===== config.mk =====
export PLATFORM = sky130hd
export DESIGN_NAME = dual_dac_loader
export DESIGN_NICKNAME = d
export VERILOG_FILES = /design/src/rtl/dac_loader_pkg.sv /design/src/rtl/dac_loader_ctrl.sv /design/src/rtl/dac_loader_path.sv /design/src/rtl/dual_dac_loader.sv
export SDC_FILE = /design/constraint.sdc
export NUM_CORES = 1
export LEC_CHECK = 0
export BUFFER_PORTS_ARGS = -buffer_cell sky130_fd_sc_hd__buf_2
export CAP_MARGIN = 20
export CORE_ASPECT_RATIO = 1.4
export CORE_UTILIZATION = 40
export CTS_CLUSTER_DIAMETER = 40
export DETAILED_ROUTE_END_ITERATION = 8
export PLACE_DENSITY = 0.67
export SLEW_MARGIN = 0
export SYNTH_ARGS = -nofsm -noshare
export SYNTH_HDL_FRONTEND = slang
export SYNTH_SLANG_ARGS = --single-unit

===== constraint.sdc =====
create_clock -name clk -period 0.98 [get_ports clk]
set_input_delay 0 -clock clk [delete_from_list [all_inputs] [get_ports clk]]
set_output_delay 0 -clock clk [all_outputs]
set_load 0.02 [all_outputs]

===== src/rtl/dac_loader_pkg.sv =====
package dac_loader_pkg;
  localparam int NUM_CH = 2;
  localparam int NUM_REGS = 2 * NUM_CH;

  typedef struct packed {
    logic [NUM_REGS-1:0] ldEn;   // one-hot staging load, index = addr
    logic                xferEn; // copy staged codes to outputs
  } strobe_t;
endpackage


===== src/rtl/dac_loader_ctrl.sv =====
module dac_loader_ctrl
  import dac_loader_pkg::*;
(
  input  logic       csN,
  input  logic       wrN,
  input  logic       updN,
  input  logic [1:0] addr,
  output strobe_t    strb
);
  logic stageWr;

  assign stageWr = ~csN & ~wrN;

  always_comb begin
    strb.ldEn = '0;
    for (int i = 0; i < NUM_REGS; i++) begin
      if (stageWr && (addr == i[1:0])) strb.ldEn[i] = 1'b1;
    end
    strb.xferEn = ~updN & ~wrN;
  end
endmodule


===== src/rtl/dac_loader_path.sv =====
module dac_loader_path
  import dac_loader_pkg::*;
#(
  parameter int BUS_W = 8,
  parameter int HI_W  = 4,
  localparam int CODE_W = BUS_W + HI_W
) (
  input  logic                          clk,
  input  logic                          clrN,
  input  strobe_t                       strb,
  input  logic [BUS_W-1:0]              dataBus,
  output logic [NUM_CH-1:0][BUS_W-1:0]  inLo,
  output logic [NUM_CH-1:0][HI_W-1:0]   inHi,
  output logic [NUM_CH-1:0][CODE_W-1:0] codeOut
);
  for (genvar c = 0; c < NUM_CH; c++) begin : g_ch
    logic [BUS_W-1:0]  loReg, loNext;
    logic [HI_W-1:0]   hiReg, hiNext;
    logic [CODE_W-1:0] outReg;

    always_comb begin
      loNext = strb.ldEn[2*c]   ? dataBus            : loReg;
      hiNext = strb.ldEn[2*c+1] ? dataBus[HI_W-1:0]  : hiReg;
    end

    always_ff @(posedge clk or negedge clrN) begin
      if (!clrN) begin
        loReg  <= '0;
        hiReg  <= '0;
        outReg <= '0;
      end else begin
        loReg <= loNext;
        hiReg <= hiNext;
        if (strb.xferEn) outReg <= {hiNext, loNext};
      end
    end

    assign inLo[c]    = loReg;
    assign inHi[c]    = hiReg;
    assign codeOut[c] = outReg;
  end
endmodule


===== src/rtl/dual_dac_loader.sv =====
module dual_dac_loader
  import dac_loader_pkg::*;
#(
  parameter int BUS_W = 8,
  parameter int HI_W  = 4,
  localparam int CODE_W = BUS_W + HI_W
) (
  input  logic              clk,
  input  logic              clrN,
  input  logic              csN,
  input  logic              wrN,
  input  logic              updN,
  input  logic [1:0]        addr,
  input  logic [BUS_W-1:0]  dataBus,
  output logic [CODE_W-1:0] codeA,
  output logic [CODE_W-1:0] codeB
);
  strobe_t                       strb;
  logic [NUM_CH-1:0][BUS_W-1:0]  inLo;
  logic [NUM_CH-1:0][HI_W-1:0]   inHi;
  logic [NUM_CH-1:0][CODE_W-1:0] codeOut;

  dac_loader_ctrl u_ctrl (
    .csN(csN), .wrN(wrN), .updN(updN), .addr(addr), .strb(strb)
  );

  dac_loader_path #(.BUS_W(BUS_W), .HI_W(HI_W)) u_path (
    .clk(clk), .clrN(clrN), .strb(strb), .dataBus(dataBus),
    .inLo(inLo), .inHi(inHi), .codeOut(codeOut)
  );

  assign codeA = codeOut[0];
  assign codeB = codeOut[1];
endmodule


==> impl_metrics.tcl <==
set metrics [dict create \
    synth_seq_area_share 0.6522 \
    fin_nets 177 \
    dr.pass1.iters 2 \
    clk_path_buf_depth 2 \
    numPortBuffers 38 \
    cts_hold_buf 1 \
    avgViaCountPerCell 4.785 \
    grt_usage 0.1755 \
    p_comb_frac 0.305 \
    place_congestion 0.7194 \
    hold_start "dataBus[7]" \
    vias 1067 \
    critical_path.max_fanout 4 \
    intPower_uw 4415 \
    crit_path_max_incr_delay_ps 330 \
    antenna_cells 0 \
    path_clk_slew_ps 80 \
    first_iter_violations 40 \
    ys_warn_count 0 \
    r2r-start "u_path.g_ch[1].loReg[3]" \
    synth_nets 119 \
    start_kind "input pin" \
    critPathSlowestCell "nor4b_4" \
    drive_above_1_share 0.6994 \
    yosys.area.top_type "dfrtp_1" \
    crit_path_cell_trace "buf_8 > nor4b_4 > buf_4 > mux2_4 > mux2_4" \
    rr_endpoint "u_path.g_ch[1].outReg[3]" \
    grt-ovfl-total 0 \
    dieArea_um2 4884 \
    routedWlPerCell_um 17.66 \
    core_um2 4309 \
    netlist_area_um2 1842 \
    hp-class "in2reg" \
    period_share 1.084 \
    cts_tree "yes" \
    h-tree-depth 2 \
    crit_type "in2reg" \
    cp.arrival_ps 1240 \
    rsz0062_at_grt "yes" \
    die_y_um 82.29 \
    finalCriticalPeriod_ps 1062 \
    min_path_cells 2 \
    p_clk_frac 0.247 \
    hold_viol 6 \
    relSlewSlack 0.8113 \
    syn-instance-count 104 \
    design_area_um2 2562 \
    power_switching_uw 1741 \
    synth_cell_type_count 8 \
    antenna_left 0 \
    rrSetupSlack_ps -70 \
    antenna_found_initial 0 \
    p_seq_frac 0.448 \
    power_leakage_uw 0.001252 \
    whs_endpoint "u_path.g_ch[1].loReg[7]" \
    fill_cells 328 \
    tightest_slew_ps 281.9 \
    violations "negative hold slack, negative setup slack" \
    ys_ff_latch 48 \
    clock.fmax_mhz 941.7 \
    syn_to_final_growth_pct 39.13 \
    post-place-ws_ps -460.9 \
    slew_violations 0 \
    grt_first_pass_wirelength_um 6161 \
    grt_pass1_vias 1195 \
    grt_start_max_net_pins 49 \
    switching_share 0.2829 \
    root_buffer "clkbuf_8" \
    rows 28 \
    numCtsBuffers 5 \
    clock_latency_ps 290 \
    dp_hpwl_um 2585 \
    p_per_area_nw_per_um2 2402 \
    yosys.area.top_type_share 0.6522 \
    initial_core_util 0.4274 \
    wl_um 3939 \
    final_util 0.5947 \
    cap_violations 0 \
    placed_area_um2 2242 \
    fin_hold_ws_ps -25.34 \
    crit_path_end_kind "register" \
    setup_violations 24 \
    r2r_cells 2 \
    ir_drop_uv 1258 \
    setup_slack_ps -81.96 \
    cpMostUsedCell "mux2_4" \
    total_power_uw 6156 \
    drc 0 \
    cts.sinks 48 \
    syn_avg_cell_area_um2 17.71 \
    outcome "finished, violations left" \
    synth.top_cells.by_area "dfrtp_1 65%, mux2_2 29%, nor4b_4 2.6%, nor4_4 1.2%, and4bb_1 0.68%" \
    ioPinCount 39 \
    crit_required_ps 1160 \
    skew_ps 5.759 \
    die_w_um 59.35 \
]
==> worst max-delay path by stage <==
stage | from | endpoint | slack [ps] | cells after the start
2_1_floorplan | wrN | u_path.g_ch[1].outReg[2] | -390 | 4
3_3_place_gp | wrN | u_path.g_ch[1].outReg[2] | -440 | 5
3_5_place_dp | wrN | u_path.g_ch[1].outReg[3] | -460 | 5
4_1_cts | wrN | u_path.g_ch[1].outReg[4] | -70 | 5
5_1_grt | addr[0] | u_path.g_ch[1].outReg[4] | -90 | 5
6_report | addr[0] | u_path.g_ch[1].outReg[4] | -80 | 5
==> layer usage <==
layer,vias up,part of all wire,global-route usage
met1,559,0.43,0.2346
met5,-,0,0
met2,23,0.53,0.2843
li1,483,-,-
met3,2,0.028,0.03583
met4,0,0.0053,0.05714
==> registers in the layout (all words and copies together) (netlist names) <==
| register | flops |
|---|---|
| u_path.g_ch.outReg | 24 |
| u_path.g_ch.loReg | 16 |
| u_path.g_ch.hiReg | 8 |
==> synthesized netlist by cell type <==
master,instances
nor2_1,1
clkbuf_2,1
dfrtp_1,48
nor4_4,1
and4bb_1,1
nor4b_4,2
buf_2,2
mux2_2,48
==> kinds of logic after synthesis <==
logic type / after synthesis / synth area share
AND/OR/NAND/NOR: 5 / 0.04619
flip-flops: 48 / 0.6522
multiplexers: 48 / 0.2935
buffers and inverters: 3 / 0.008150
==> final cells by class <==
cell class | count | area, µm² | share of cell area
sequential | 48 | 1201 | 0.4687
multi-input combinational | 53 | 793.3 | 0.3096
timing repair buffer | 54 | 366.6 | 0.1431
clock buffer | 7 | 96.34 | 0.03760
tap | 60 | 75.07 | 0.02930
clock inverter | 1 | 30.03 | 0.01172
==> metrics by stage <==
stage,TNS [ps],instances,hold WS (ps)
6_report,-963.3,223,-25.34
5_1_grt,-1438,223,-30.54
4_1_cts,-960.4,221,-33.67
3_5_place_dp,-12540,209,4.770
3_3_place_gp,-11390,209,-4.082
2_1_floorplan,-9974,104,-295.6
==> layout by cell type (no fill, tap or decap), drive strengths merged <==
| master | n |
|---|---|
| clkbuf | 7 |
| mux2 | 48 |
| bufinv | 1 |
| dlygate4sd3 | 1 |
| and4bb | 1 |
| buf | 53 |
| nor4 | 1 |
| dfrtp | 48 |
| nor4b | 2 |
| nor2 | 1 |
==> power by group through the flow <==
stage,combinational (µW),sequential [µW],clock (µW)
2_1_floorplan,664,3120,0
3_3_place_gp,1550,2740,0
3_5_place_dp,1590,2780,0
4_1_cts,1850,2760,1560
5_1_grt,2000,2810,1650
6_report,1880,2760,1520
==> critical path, delay by kind of cell <==
| kind | cells | cell delay, ps |
|---|---|---|
| buf+inv | 2 | 330 |
| simple gates | 1 | 330 |
| mux | 2 | 570 |
==> what timing repair did <==
| action | 4_1_cts | 5_1_grt |
|---|---|---|
| endpoints found under the hold margin | 62 | 6 |
| buffers inserted | 3 | 2 |
| gates resized for setup | 36 | 6 |
| setup endpoints to repair | 24 | 24 |
| pin swaps | 3 | 3 |
Note: power is estimated with default switching activity, not from simulation.
